===== src/rtl/secded_pkg.sv =====
package secded_pkg;

    localparam int DATA_W = 8;
    localparam int PAR_W  = 4;
    localparam int HAM_W  = DATA_W + PAR_W;
    localparam int CW_W   = HAM_W + 1;

    typedef struct packed {
        logic              valid;
        logic [DATA_W-1:0] data;
        logic [PAR_W-1:0]  syn;
        logic              single;
        logic              dbl;
    } chk_state_t;

    // 1-based Hamming position of data bit j (skips power-of-two slots)
    function automatic int data_pos(input int j);
        int cnt;
        int res;
        cnt = 0;
        res = 0;
        for (int p = 1; p <= HAM_W; p++) begin
            if ((p & (p - 1)) != 0) begin
                if (cnt == j) res = p;
                cnt++;
            end
        end
        return res;
    endfunction

    // Positions covered by check bit k
    function automatic logic [HAM_W-1:0] group_mask(input int k);
        logic [HAM_W-1:0] m;
        m = '0;
        for (int p = 1; p <= HAM_W; p++) begin
            if (((p >> k) & 1) == 1) m[p-1] = 1'b1;
        end
        return m;
    endfunction

endpackage


===== src/rtl/secded_encoder.sv =====
module secded_encoder
    import secded_pkg::*;
(
    input  logic [DATA_W-1:0] data_i,
    output logic [CW_W-1:0]   code_o
);

    logic [HAM_W-1:0] ham;

    always_comb begin
        ham = '0;
        for (int j = 0; j < DATA_W; j++) begin
            ham[data_pos(j)-1] = data_i[j];
        end
        // check slots are still zero here, so each group sum sees only data
        for (int k = 0; k < PAR_W; k++) begin
            ham[(1 << k)-1] = ^(ham & group_mask(k));
        end
    end

    assign code_o = {^ham, ham};

endmodule


===== src/rtl/secded_syndrome.sv =====
module secded_syndrome
    import secded_pkg::*;
(
    input  logic [CW_W-1:0]  code_i,
    output logic [PAR_W-1:0] syn_o,
    output logic             perr_o
);

    for (genvar k = 0; k < PAR_W; k++) begin : g_syn
        localparam logic [HAM_W-1:0] GRP = group_mask(k);
        assign syn_o[k] = ^(code_i[HAM_W-1:0] & GRP);
    end

    assign perr_o = ^code_i;

endmodule


===== src/rtl/secded_corrector.sv =====
module secded_corrector
    import secded_pkg::*;
(
    input  logic [CW_W-1:0]   code_i,
    input  logic [PAR_W-1:0]  syn_i,
    input  logic              fix_i,
    output logic [DATA_W-1:0] data_o
);

    logic [HAM_W-1:0] flip;
    logic [HAM_W-1:0] fixed;

    for (genvar p = 1; p <= HAM_W; p++) begin : g_flip
        assign flip[p-1] = fix_i && (int'(syn_i) == p);
    end

    assign fixed = code_i[HAM_W-1:0] ^ flip;

    for (genvar j = 0; j < DATA_W; j++) begin : g_ext
        localparam int POS = data_pos(j);
        assign data_o[j] = fixed[POS-1];
    end

endmodule


===== src/rtl/secded_codec.sv =====
module secded_codec
    import secded_pkg::*;
(
    input  logic              clk,
    input  logic              rst,
    input  logic [DATA_W-1:0] enc_data_i,
    output logic [CW_W-1:0]   enc_code_o,
    input  logic              chk_valid_i,
    input  logic [CW_W-1:0]   chk_code_i,
    output logic              chk_valid_o,
    output logic [DATA_W-1:0] chk_data_o,
    output logic [PAR_W-1:0]  chk_syndrome_o,
    output logic              chk_single_o,
    output logic              chk_double_o
);

    chk_state_t state_d, state_q;

    logic [PAR_W-1:0]  syn;
    logic              perr;
    logic              syn_zero;
    logic              in_range;
    logic              fix;
    logic [DATA_W-1:0] data_fixed;

    secded_encoder u_enc (
        .data_i (enc_data_i),
        .code_o (enc_code_o)
    );

    secded_syndrome u_syn (
        .code_i (chk_code_i),
        .syn_o  (syn),
        .perr_o (perr)
    );

    assign syn_zero = (syn == '0);
    assign in_range = (int'(syn) <= HAM_W);
    assign fix      = perr && !syn_zero && in_range;

    secded_corrector u_cor (
        .code_i (chk_code_i),
        .syn_i  (syn),
        .fix_i  (fix),
        .data_o (data_fixed)
    );

    always_comb begin
        state_d       = state_q;
        state_d.valid = chk_valid_i;
        if (chk_valid_i) begin
            state_d.data   = data_fixed;
            state_d.syn    = syn;
            state_d.single = perr && (syn_zero || in_range);
            state_d.dbl    = !syn_zero && (!perr || !in_range);
        end
    end

    always_ff @(posedge clk) begin
        if (rst) begin
            state_q <= '0;
        end else begin
            state_q <= state_d;
        end
    end

    assign chk_valid_o    = state_q.valid;
    assign chk_data_o     = state_q.data;
    assign chk_syndrome_o = state_q.syn;
    assign chk_single_o   = state_q.single;
    assign chk_double_o   = state_q.dbl;

endmodule


===== config.mk =====
export PLATFORM = sky130hd
export DESIGN_NAME = secded_codec
export DESIGN_NICKNAME = d
export VERILOG_FILES = /design/src/rtl/secded_pkg.sv /design/src/rtl/secded_encoder.sv /design/src/rtl/secded_syndrome.sv /design/src/rtl/secded_corrector.sv /design/src/rtl/secded_codec.sv
export SDC_FILE = /design/constraint.sdc
export NUM_CORES = 1
export LEC_CHECK = 0
export ABC_AREA = 1
export BUFFER_PORTS_ARGS = -buffer_cell sky130_fd_sc_hd__buf_2
export CAP_MARGIN = 40
export CELL_PAD_IN_SITES_DETAIL_PLACEMENT = 0
export CELL_PAD_IN_SITES_GLOBAL_PLACEMENT = 1
export CORE_UTILIZATION = 25
export CTS_CLUSTER_DIAMETER = 150
export DETAILED_ROUTE_END_ITERATION = 6
export PLACE_DENSITY = 0.62
export SYNTH_ARGS = -nofsm -noshare
export SYNTH_HDL_FRONTEND = slang
export SYNTH_SLANG_ARGS = --single-unit

===== constraint.sdc =====
create_clock -name clk -period 1.64 [get_ports clk]
set_input_delay 0.164 -clock clk [delete_from_list [all_inputs] [get_ports clk]]
set_output_delay 0.164 -clock clk [all_outputs]
set_load 0.01 [all_outputs]

==> impl_metrics.ini <==
[outcome]
status = completed

[cts]
clk_latency_ns = 0.24
cts_sinks = 15
cts_resized = 0
clk_pin_slew_ns = 0.07
postCtsSetupBuffers = 0
cts_buffers = 3
cts_hold_buf = 0
cts_root_buf = clkbuf_8
htreeDepth = 1
cts_tree = built
cts_buffer_depth = 2

[critical_path]
critical_path.max_fanout = 3
cp.arrival_ns = 1.22
path_class = input port to output pin
crit_required_ns = 1.48
crit_path_end_kind = output pin
crit_path_start_kind = input port

[floorplanning]
design.die.area_mm2 = 0.00718
die_height_um = 84.7
io_pins = 52
coreArea_mm2 = 0.00646
start_util_pct = 26.5
placementRows = 29
die_x_um = 84.7

[yosys]
syn_area_mm2 = 0.00171
syn-num-nets = 324
syn_inst = 300
ys_seq_area_share_pct = 17.6
yosys_warnings = 0
ys_types = 26
ys_seq_elements = 15
avgSynthCellArea_um2 = 5.70

[timing]
rsz0062_at_grt = false
period_share_pct = 84.7
setup-violations-final = 0
hold_slack_ns = 0.207
tightest_slew_ns = 0.479
finalHoldViolCount = 0
slew_viol_final = 0
skew_ns = 0
finalWorstSetupSlack_ns = 0.251
clock.fmax_mhz = 720
slew_headroom_pct = 68.1
post-route-min-period_ns = 1.39

[grt]
grt_max_degree = 29
grt_overflow = 0
grt_pass1_vias = 1696
grt_pass1_wl_um = 7610
antenna_found_initial = 0
grtUsageTotal_pct = 13.0

[power]
p_seq_share_pct = 28.1
p_sw_uw = 578
internal_power_uw = 876
p_leak_nw = 1.27
combPwrFrac_pct = 51.3
powerDensity_mw_per_mm2 = 680
clockPowerShare_pct = 20.6
vdd_ir_drop_max_mv = 0.406
p_sw_share_pct = 39.7

[final_layout]
drive_gt1_share_pct = 28.8
n_antenna_cell = 0
utilization_pct = 33.1
n_fill_cell = 769
fin_nets = 383
syn_to_final_growth_pct = 25.0

[detailed_routing]
detail_route.first_pass.iterations = 6
drt_iter0_markers = 76
finalWirelength_um = 4440
post-route-drc-count = 0
num_vias = 1879
viasPerCell = 4.32
wl_per_cell_um = 10.2
ant_nets = 0

[placed_design]
port-buffer-count = 51
pre_cts_ws_ns = -0.0562
gp_congestion = 0.769
hpwl_um = 3720

[hold_path]
hold_path.class = input port to register

[job]
cap_violations = 0
-- logic make-up after synthesis --
group,synth area share [%]
flip-flops,17.6
buffers and inverters,16.8
XOR/XNOR,11.3
AND/OR/NAND/NOR,49.2
AO/OA/AOI/OAI,5.27
-- area by class of cell --
cell class	count	area [µm²]	share of cell area, %
flip-flops and latches	15	300	14.0
multi-input cells	227	1130	52.8
repair buffers	73	420	19.7
clock inverters	1	5.00	0.234
clock buffers	3	41.3	1.93
well taps	77	96.3	4.51
inverters	39	146	6.85
-- Yosys cell counts, drive strengths merged --
cell / number / share of area, %
nand2: 125 / 29
clkbuf: 2 / 0.44
o21ai: 4 / 1.2
nor2: 31 / 7.2
nand3: 22 / 7.0
buf: 17 / 7.8
o211ai: 4 / 2.0
nor3: 1 / 0.59
nand3b: 1 / 0.44
o21bai: 1 / 0.44
xnor2: 12 / 6.1
inv: 39 / 8.6
dfxtp: 15 / 18
nand4: 12 / 4.4
a21oi: 4 / 1.6
xor2: 10 / 5.1
-- placed cells by master (no fill, tap or decap), drive strengths merged, types with 10 or more instances in the layout --
master / netlist / final
buf: 17 / 73
dfxtp: 15 / 15
inv: 39 / 39
nand2: 125 / 125
nand3: 22 / 22
nand4: 12 / 12
nor2: 31 / 31
xnor2: 12 / 12
xor2: 10 / 10
-- flip-flops by register name (all words and copies together) (netlist names) --
register,cells
chk_single_o,1
chk_syndrome_o,4
chk_valid_o,1
chk_double_o,1
chk_data_o,8
-- worst max-delay path: stages --
cell,delay (ns)
buf_2,0.12
xnor2_1,0.29
xor2_1,0.20
xor2_1,0.18
xnor2_1,0.13
buf_2,0.14
-- metal layers --
metal	GRT usage, %	up-vias	part of all wire [%]
met5	0	-	0
met4	1.39	0	0.36
met3	2.65	2	4.4
met2	21.8	48	43
met1	17.8	798	52
li1	-	1031	-
-- final timing paths --
kind | endpoint | start | slack (ns) | cells past startpoint
max | enc_code_o[12] | enc_data_i[4] | 0.25 | 6
min | chk_double_o | rst | 0.21 | 2
max reg2reg | chk_data_o[0] | chk_data_o[0] | 0.91 | 3
min reg2reg | chk_syndrome_o[3] | chk_syndrome_o[3] | 0.48 | 2
-- per-stage QoR --
step | TNS, ns | power [mW] | instance area (µm²) | cells
finish | 0 | 1.45 | 2140 | 435
global route | 0 | 1.58 | 2140 | 435
CTS | 0 | 1.47 | 2130 | 435
detailed placement | -0.202 | 1.17 | 2090 | 431
global placement | -0.0521 | 1.16 | 2090 | 431
floorplan | 0 | 0.910 | 1710 | 300
-- power by group through the flow --
stage               Sequential (mW)  Combinational, mW  Clock, mW
floorplan                     0.432              0.478          0
detailed placement            0.417              0.749          0
global placement              0.417              0.748          0
CTS                           0.409              0.751      0.310
finish                        0.408              0.745      0.300
global route                  0.412              0.845      0.324
Power figures use the tool's default switching activity.
